===== src/rtl/sbsram_pkg.sv =====
package sbsram_pkg;

  localparam int unsigned BURST_W = 2;

  typedef enum logic [1:0] {
    ACC_NONE  = 2'd0,
    ACC_READ  = 2'd1,
    ACC_WRITE = 2'd2
  } acc_kind_e;

  // Word offset inside the 4-word block for a given burst step.
  function automatic logic [BURST_W-1:0] burst_offset(
    input logic [BURST_W-1:0] start,
    input logic [BURST_W-1:0] step,
    input logic               interleave
  );
    logic [BURST_W-1:0] r;
    if (interleave) r = start ^ step;
    else            r = start + step;
    return r;
  endfunction

endpackage


===== src/rtl/sbsram_wr_decode.sv =====
module sbsram_wr_decode #(
  parameter int unsigned LANES = 4
) (
  input  logic             gw_n,
  input  logic             bwe_n,
  input  logic [LANES-1:0] bw_n,
  output logic             wr_cond,
  output logic [LANES-1:0] lane_sel
);

  // Global write overrides the per-lane hierarchy entirely.
  always_comb begin
    if (!gw_n) begin
      lane_sel = '1;
    end else if (!bwe_n) begin
      lane_sel = ~bw_n;
    end else begin
      lane_sel = '0;
    end
    wr_cond = |lane_sel;
  end

endmodule


===== src/rtl/sbsram_burst_ctl.sv =====
module sbsram_burst_ctl
  import sbsram_pkg::*;
#(
  parameter int unsigned ADDR_W = 6
) (
  input  logic              clk,
  input  logic              rst_n,
  input  logic              ads_proc_n,
  input  logic              ads_ctrl_n,
  input  logic              adv_n,
  input  logic              chip_sel,
  input  logic              interleave,
  input  logic              wr_cond,
  input  logic [ADDR_W-1:0] addr,
  output logic [ADDR_W-1:0] acc_addr,
  output acc_kind_e         acc_kind,
  output logic              active,
  output logic [BURST_W-1:0] step
);

  localparam int unsigned HI_W = ADDR_W - BURST_W;

  logic [ADDR_W-1:0]  base_q;
  logic [BURST_W-1:0] step_q;
  logic [BURST_W-1:0] step_nxt;
  logic               active_q;
  logic               strobe;

  assign strobe = !ads_proc_n || !ads_ctrl_n;
  assign step_nxt = adv_n ? step_q : step_q + BURST_W'(1);

  always_comb begin
    acc_addr = addr;
    acc_kind = ACC_NONE;
    if (strobe) begin
      if (chip_sel) begin
        acc_addr = addr;
        if (!ads_proc_n)   acc_kind = ACC_READ;
        else if (wr_cond)  acc_kind = ACC_WRITE;
        else               acc_kind = ACC_READ;
      end
    end else if (active_q) begin
      acc_addr = {base_q[ADDR_W-1 -: HI_W],
                  burst_offset(base_q[BURST_W-1:0], step_nxt, interleave)};
      acc_kind = wr_cond ? ACC_WRITE : ACC_READ;
    end
  end

  always_ff @(posedge clk or negedge rst_n) begin
    if (!rst_n) begin
      active_q <= 1'b0;
      base_q   <= '0;
      step_q   <= '0;
    end else if (strobe) begin
      active_q <= chip_sel;
      base_q   <= addr;
      step_q   <= '0;
    end else if (active_q) begin
      step_q   <= step_nxt;
    end
  end

  assign active = active_q;
  assign step   = step_q;

endmodule


===== src/rtl/sbsram_array.sv =====
module sbsram_array #(
  parameter int unsigned ADDR_W = 6,
  parameter int unsigned LANES  = 4,
  parameter int unsigned LANE_W = 9
) (
  input  logic                    clk,
  input  logic                    rd_en,
  input  logic [LANES-1:0]        lane_we,
  input  logic [ADDR_W-1:0]       addr,
  input  logic [LANES*LANE_W-1:0] wdata,
  output logic [LANES*LANE_W-1:0] rdata
);

  localparam int unsigned DEPTH = 1 << ADDR_W;

  for (genvar g = 0; g < LANES; g++) begin : g_lane
    logic [LANE_W-1:0] cells [DEPTH];
    logic [LANE_W-1:0] rd_q;

    always_ff @(posedge clk) begin
      if (lane_we[g]) cells[addr] <= wdata[g*LANE_W +: LANE_W];
      if (rd_en)      rd_q        <= cells[addr];
    end

    assign rdata[g*LANE_W +: LANE_W] = rd_q;
  end

endmodule


===== src/rtl/sync_burst_sram.sv =====
module sync_burst_sram
  import sbsram_pkg::*;
#(
  parameter int unsigned ADDR_W = 6,
  parameter int unsigned LANES  = 4,
  parameter int unsigned LANE_W = 9
) (
  input  logic                    clk,
  input  logic                    rst_n,
  input  logic [ADDR_W-1:0]       addr,
  input  logic                    ads_proc_n,
  input  logic                    ads_ctrl_n,
  input  logic                    adv_n,
  input  logic                    gw_n,
  input  logic                    bwe_n,
  input  logic [LANES-1:0]        bw_n,
  input  logic                    ce1_n,
  input  logic                    ce2,
  input  logic                    ce3_n,
  input  logic                    oe_n,
  input  logic                    burst_order,
  input  logic [LANES*LANE_W-1:0] dq_in,
  output logic [LANES*LANE_W-1:0] dq_out,
  output logic                    dq_oe
);

  logic               chip_sel;
  logic               wr_cond;
  logic [LANES-1:0]   lane_sel;
  logic [LANES-1:0]   lane_we;
  logic [ADDR_W-1:0]  acc_addr;
  acc_kind_e          acc_kind;
  logic               active;
  logic [BURST_W-1:0] step;
  logic               wr_en;
  logic               rd_en;
  logic               rd_valid_q;

  assign chip_sel = !ce1_n && ce2 && !ce3_n;

  sbsram_wr_decode #(.LANES(LANES)) u_dec (
    .gw_n     (gw_n),
    .bwe_n    (bwe_n),
    .bw_n     (bw_n),
    .wr_cond  (wr_cond),
    .lane_sel (lane_sel)
  );

  sbsram_burst_ctl #(.ADDR_W(ADDR_W)) u_ctl (
    .clk        (clk),
    .rst_n      (rst_n),
    .ads_proc_n (ads_proc_n),
    .ads_ctrl_n (ads_ctrl_n),
    .adv_n      (adv_n),
    .chip_sel   (chip_sel),
    .interleave (burst_order),
    .wr_cond    (wr_cond),
    .addr       (addr),
    .acc_addr   (acc_addr),
    .acc_kind   (acc_kind),
    .active     (active),
    .step       (step)
  );

  assign wr_en   = (acc_kind == ACC_WRITE);
  assign rd_en   = (acc_kind == ACC_READ);
  assign lane_we = wr_en ? lane_sel : '0;

  sbsram_array #(.ADDR_W(ADDR_W), .LANES(LANES), .LANE_W(LANE_W)) u_mem (
    .clk     (clk),
    .rd_en   (rd_en),
    .lane_we (lane_we),
    .addr    (acc_addr),
    .wdata   (dq_in),
    .rdata   (dq_out)
  );

  // Tracks whether the most recent access edge left read data in the register.
  always_ff @(posedge clk or negedge rst_n) begin
    if (!rst_n)                     rd_valid_q <= 1'b0;
    else if (acc_kind != ACC_NONE)  rd_valid_q <= rd_en;
    else if (ads_proc_n == 1'b0 || ads_ctrl_n == 1'b0) rd_valid_q <= 1'b0;
  end

  // Output enable is combinational and masked while a write is pending.
  assign dq_oe = rd_valid_q && !oe_n && !wr_en;

endmodule


===== config.mk =====
export PLATFORM = sky130hd
export DESIGN_NAME = sync_burst_sram
export DESIGN_NICKNAME = d
export VERILOG_FILES = /design/src/rtl/sbsram_pkg.sv /design/src/rtl/sbsram_wr_decode.sv /design/src/rtl/sbsram_burst_ctl.sv /design/src/rtl/sbsram_array.sv /design/src/rtl/sync_burst_sram.sv
export SDC_FILE = /design/constraint.sdc
export NUM_CORES = 2
export LEC_CHECK = 0
export ABC_AREA = 1
export BUFFER_PORTS_ARGS = -buffer_cell sky130_fd_sc_hd__buf_2
export CAP_MARGIN = 0
export CORE_ASPECT_RATIO = 0.5
export CORE_MARGIN = 3
export CORE_UTILIZATION = 45
export DETAILED_ROUTE_END_ITERATION = 12
export MAX_ROUTING_LAYER = met4
export PLACE_DENSITY = 0.69
export SLEW_MARGIN = 5
export SYNTH_ARGS = -nofsm -noshare
export SYNTH_HDL_FRONTEND = slang
export SYNTH_SLANG_ARGS = --single-unit

===== constraint.sdc =====
create_clock -name clk -period 3.36 [get_ports clk]
set_clock_uncertainty 0.1 [all_clocks]
set_input_delay 0 -clock clk [delete_from_list [all_inputs] [get_ports clk]]
set_output_delay 0 -clock clk [all_outputs]
set_load 0.03 [all_outputs]

* Yosys cells after proc, flatten, opt, wreduce, memory -nomap -nowiden
Memories as Yosys holds them, arrays and structs flattened. A register that Yosys moved wholly into a read port is not among the register bits.
Index checks and enable logic that the tools add are counted.
** Word-level totals
- Input port bits :: 58
- Register bits :: 10
- Bits in writable memories :: 2304
- Logic and storage cells :: 56
- Output and inout port bits :: 37
- Memories kept :: 4
** Memory list
- u_mem.g_lane[0].cells :: words 64, bits a word 9, rd ports 1, clocked after memory_dff 1, wr ports 1, RTL line sbsram_array.sv:17 : logic [LANE_W-1:0] cells [DEPTH];
- u_mem.g_lane[1].cells :: words 64, bits a word 9, rd ports 1, clocked after memory_dff 1, wr ports 1, RTL line sbsram_array.sv:17
- u_mem.g_lane[2].cells :: words 64, bits a word 9, rd ports 1, clocked after memory_dff 1, wr ports 1, RTL line sbsram_array.sv:17
- u_mem.g_lane[3].cells :: words 64, bits a word 9, rd ports 1, clocked after memory_dff 1, wr ports 1, RTL line sbsram_array.sv:17
** Operators by class
- Add/subtract/negate cells :: 2
- Bitwise logic cells :: 4
- Muxes and demuxes :: 24
- Reductions and logical operators :: 16
- Eq/ne operators :: 2
** Operators with widths (count)
- 2-to-1 mux 2 bit :: 9
- 2-to-1 mux 4 bit :: 3
- 2-to-1 mux 6 bit :: 2
- 2-to-1 mux 1 bit :: 10
- zero test 1 bit :: 6
- nonzero test 2 bit :: 3
- logical AND 1 bit :: 4
- inverter 4 bit :: 1
- OR reduction 4 bit :: 1
- adder 2 x 1 -> 2 bit (second input constant) :: 1
- adder 2 bit :: 1
- equality test 2 x 1 -> 1 bit (second input constant) :: 1
- equality test 2 bit (second input constant) :: 1
- logical OR 1 bit :: 2
- inverter 1 bit :: 2
- XOR 2 bit :: 1

* Logic depth before layout (Yosys ltp)
- Depth in word-level cells :: 12
- Depth in mapped cells :: 22
- Depth with buffers taken out :: 20

* Modules after synthesis
A second synthesis with hierarchy kept.
** Unflattened totals
- Cell total of the unflattened synthesis :: 9882
- Area total of the unflattened synthesis :: 99983.4 sq um
** Modules (own cells, without submodules)
- sbsram_array :: area an instance 99237.7 sq um, seq. area each 70267.4 sq um, instances 1, cells an instance 9769
- sbsram_burst_ctl :: area an instance 579.3 sq um, seq. area each 225.2 sq um, instances 1, cells an instance 79
- sync_burst_sram :: area an instance 115.1 sq um, seq. area each 25.0 sq um, instances 1, cells an instance 22
- sbsram_wr_decode :: area an instance 51.3 sq um, seq. area each 0.0 sq um, instances 1, cells an instance 12

* Worst setup path before layout
OpenSTA, ideal clock, no wires.
- Path kind :: register -> register
- Start point :: register u_ctl.active_q, in the netlist u_ctl.active
- End point :: register u_mem.g_lane[0].rd_q[0] (read register of u_mem.g_lane[0].cells), enable pin
- Stages on the path, launching flop included :: 6
- Setup time :: 0.442 ns
- Required time :: 2.818 ns
- Period minus slack after synthesis :: 3.159 ns
- Path buffers :: 1
- Path slack :: 0.201 ns
- Arrival time :: 2.616 ns
- Cell sequence :: dfrtp_1 -> inv_1 -> nor2_4 -> buf_8 -> nor2_1 -> a21oi_1
** Between the ends
- Longest elaborated chain between the ends :: 3
- Elaborated cells on any way between the ends :: 5
- Classes of those cells :: eq/ne: 1; mux: 4
** Ends and longest elaborated chain
- start, declared :: RTL line sbsram_burst_ctl.sv:26 : logic active_q;
- start signal, assigned :: RTL line sbsram_burst_ctl.sv:55 : active_q <= chip_sel;
- 2-to-1 mux 2 bit :: RTL line sbsram_burst_ctl.sv:42 : end else if (active_q) begin
- 2-to-1 mux 2 bit :: RTL line sbsram_burst_ctl.sv:35 : if (strobe) begin
- equality test 2 x 1 -> 1 bit :: RTL line sync_burst_sram.sv:66 : assign rd_en = (acc_kind == ACC_READ);
- end, declared :: RTL line sbsram_array.sv:18 : logic [LANE_W-1:0] rd_q;
Several ways; a longest one is shown, not always the timed one.
A chain may end at the register's enable or synchronous reset.

* Final worst setup path
- Start point :: register u_ctl.active_q, in the netlist u_ctl.active
- End point :: memory u_mem.g_lane[2].cells[35][4], enable pin
** Between the ends
- Longest elaborated chain between the ends :: 6
- Elaborated cells on any way between the ends :: 8
- Classes of those cells :: eq/ne: 1; mux: 7
** Ends and longest elaborated chain
- 2-to-1 mux 2 bit :: RTL line sbsram_burst_ctl.sv:42
- 2-to-1 mux 2 bit :: RTL line sbsram_burst_ctl.sv:35
- equality test 2 bit :: RTL line sync_burst_sram.sv:65 : assign wr_en = (acc_kind == ACC_WRITE);
- 2-to-1 mux 4 bit :: RTL line sync_burst_sram.sv:67 : assign lane_we = wr_en ? lane_sel : '0;
- 2-to-1 mux 1 bit :: RTL line sbsram_array.sv:21 : if (lane_we[g]) cells[addr] <= wdata[g*LANE_W +: LANE_W];
- 2-to-1 mux 1 bit (not written as such) :: RTL line sbsram_array.sv:21
- end, declared :: RTL line sbsram_array.sv:17
Several ways; a longest one is shown, not always the timed one.

==> impl_metrics.json <==
{
  "peakVddDrop_mv": 0.4281,
  "clock_path_buffers": 3,
  "fin_util_pct": 52.22,
  "htree_levels": 4,
  "r2r_setup_slack_ps": 60,
  "cts_tree": "done",
  "worstHoldPathType": "in2reg",
  "dp.cells": 12920,
  "final_cell_mix": "6,429 x nand2_1, 2,340 x edfxtp_1, 487 x buf_4, 333 x nor2_1, 213 x clkbuf_16",
  "worstPathMaxFanout": 11,
  "slew_headroom_pct": 14.33,
  "setup_total_negative_slack_ps": 0,
  "overflow": 0,
  "place_congestion": 0.8838,
  "period_minus_slack_ps": 3296,
  "clkTransAtPathRegs_ps": 60,
  "setup_slack_ps": 63.53,
  "chipWidth_um": 670.7,
  "startpoint_type": "register",
  "postRouteAntennaNets": 0,
  "core_area_sq_um": 218600,
  "reg2reg_to": "u_mem.g_lane[2].cells[35][4]",
  "die_h_um": 338.4,
  "grt_max_degree": 99,
  "r2r_start": "u_ctl.active",
  "setup_viol": 0,
  "numPortBuffers": 94,
  "area_growth_pct": 14.84,
  "syn-num-nets": 9862,
  "dp_hpwl_um": 170700,
  "wire_per_inst_um": 20.75,
  "grt_setup_unrepaired": "yes",
  "drtIter0Drc": 8604,
  "insertion_delay_ps": 850,
  "synthDistinctLibCells": 32,
  "synth-seq-cells": 2350,
  "grt_pass1_vias": 65920,
  "rr_worst_depth": 9,
  "dieArea_sq_um": 227000,
  "stdcell_count": 13390,
  "final_common_cell": "nand2_1",
  "antenna_found_initial": 3,
  "start_util_pct": 45.48,
  "avgSynthCellArea_sq_um": 10.14,
  "synthesis.area_sq_um": 99420,
  "p_leak_nw": 47.57,
  "ys.warnings.count": 0,
  "critPathLaunch": "u_ctl.active",
  "slew_violations": 0,
  "fmax_mhz": 303.4,
  "drc": 0,
  "drive_above_1_share_pct": 9.911,
  "layout.nets": 10330,
  "syn_inst": 9803,
  "wirelength_um": 277900,
  "period_share_pct": 98.11,
  "hold_depth": 2,
  "rows": 121,
  "place_ws_ps": -119.1,
  "grt_usage_pct": 24.60,
  "via_count": 69860,
  "vias_per_cell": 5.218,
  "status": "completed",
  "hold_violations": 0,
  "synth.yosys.seq_area_share_pct": 70.93,
  "cts_sinks": 2350,
  "power_density_nw_per_um2": 526.8,
  "finalPower_mw": 60.14,
  "cp_data_arrival_time_ps": 3740,
  "tightest_slew_ps": 1285,
  "endpoint_kind": "register",
  "worstPathRequired_ps": 3800,
  "drv_cap": 0,
  "ios": 95,
  "cts_root_buf": "clkbuf_16",
  "crit_type": "reg2reg",
  "firstDrtPassIters": 6,
  "grt_pass1_wl_um": 410500,
  "cts_buffers": 207,
  "endpoint": "u_mem.g_lane[2].cells[35][4]"
}
## where the power goes
group	switching (mW)	internal, mW	total, mW	leakage, nW
Sequential	0.0256	32.3	32.3	21.2
Clock	10.5	12.5	23.0	3.12
Combinational	3.49	1.34	4.83	23.3
Total	14.0	46.1	60.1	47.6
## layout make-up
class | count | area [sq um]
multi-input combinational | 6925 | 26560
tap | 2952 | 3694
inverter | 28 | 117.6
antenna | 4 | 10.01
timing repair buffer | 755 | 6854
clock inverter | 115 | 991.0
fill | 18650 | 104400
sequential | 2350 | 70520
clock buffer | 260 | 5421
## what timing repair did
| item | in CTS | in global routing |
|---|---|---|
| gates resized for setup | 1 | 45 |
| gates cloned | 0 | 4 |
| pin swaps | 0 | 4 |
| hold endpoints to repair | 2065 | 9 |
| hold buffers | 71 | 1 |
| endpoints found under the setup margin | 9 | 791 |
| setup buffers | 0 | 14 |
## worst min path at each step
stage                     slack (ps)  startpoint                            to
after floorplan                 -400       rst_n                    rd_valid_q
after global placement          -220       rst_n               u_ctl.base_q[5]
after detailed placement        -220       rst_n                  u_ctl.active
after CTS                         20       rst_n                  u_ctl.active
after global routing              70   dq_in[16]  u_mem.g_lane[1].cells[28][7]
final                             90   dq_in[16]  u_mem.g_lane[1].cells[28][7]
## cell families (layout without fill, tap and decap cells)
kind of cell	after synthesis	in the layout	share of synthesized area, %
AOI/OAI and AO/OA	20	20	0.1586
adders and majority gates	1	1	0.01258
other	0	4	0
buffers and inverters	528	1158	2.525
and+or+nand+nor	6904	6904	26.37
DFF	2350	2350	70.93
## Yosys cell counts, drive strengths merged
| master | n | share of area (%) |
|---|---|---|
| ha | 1 | 0.013 |
| buf | 417 | 2.1 |
| o21bai | 1 | 0.0076 |
| inv | 28 | 0.11 |
| or2 | 1 | 0.0063 |
| nor3 | 8 | 0.12 |
| or4 | 1 | 0.0076 |
| nor2 | 353 | 1.4 |
| nand3 | 82 | 0.43 |
| clkbuf | 83 | 0.31 |
| edfxtp | 2340 | 71 |
| nand2 | 6458 | 24 |
| dfrtp | 10 | 0.25 |
| o21ai | 16 | 0.13 |
| o22ai | 2 | 0.013 |
| a21oi | 1 | 0.0050 |
| nor4b | 1 | 0.0088 |
## sequential cells by signal, summed over array words and instances (netlist names)
| signal | cells |
|---|---|
| u_mem.g_lane.cells | 2304 |
| u_ctl.base_q | 6 |
| u_ctl.step | 2 |
| u_mem.g_lane.rd_q | 36 |
| u_ctl.active | 1 |
| rd_valid_q | 1 |
## per-layer routing
metal  track usage, %  vias to the layer above  share of wire [%]
li1                 -                    32610                  -
met1            32.14                    33360                 40
met2            38.15                     3383                 46
met3            5.600                      504                 11
met4            8.237                        0                3.4
met5                -                        -                  0
## through the flow
step | hold WS, ps | cell area (sq um)
floorplan | -395.6 | 99420
global placement | -220.3 | 106700
detailed placement | -218.9 | 106700
CTS | 22.48 | 113800
global route | 67.42 | 114200
finish | 89.36 | 114200
## worst max-delay path: stages, from the launching register on
cell and delay (ps):
dfrtp_1 380, inv_1 110, nor2_4 90, buf_4 150, o21ai_4 400, inv_4 130, nor3_4 550, nand2_1 580
nor2_1 230, buf_4 230
No activity file was read; power rests on OpenSTA's default activity.
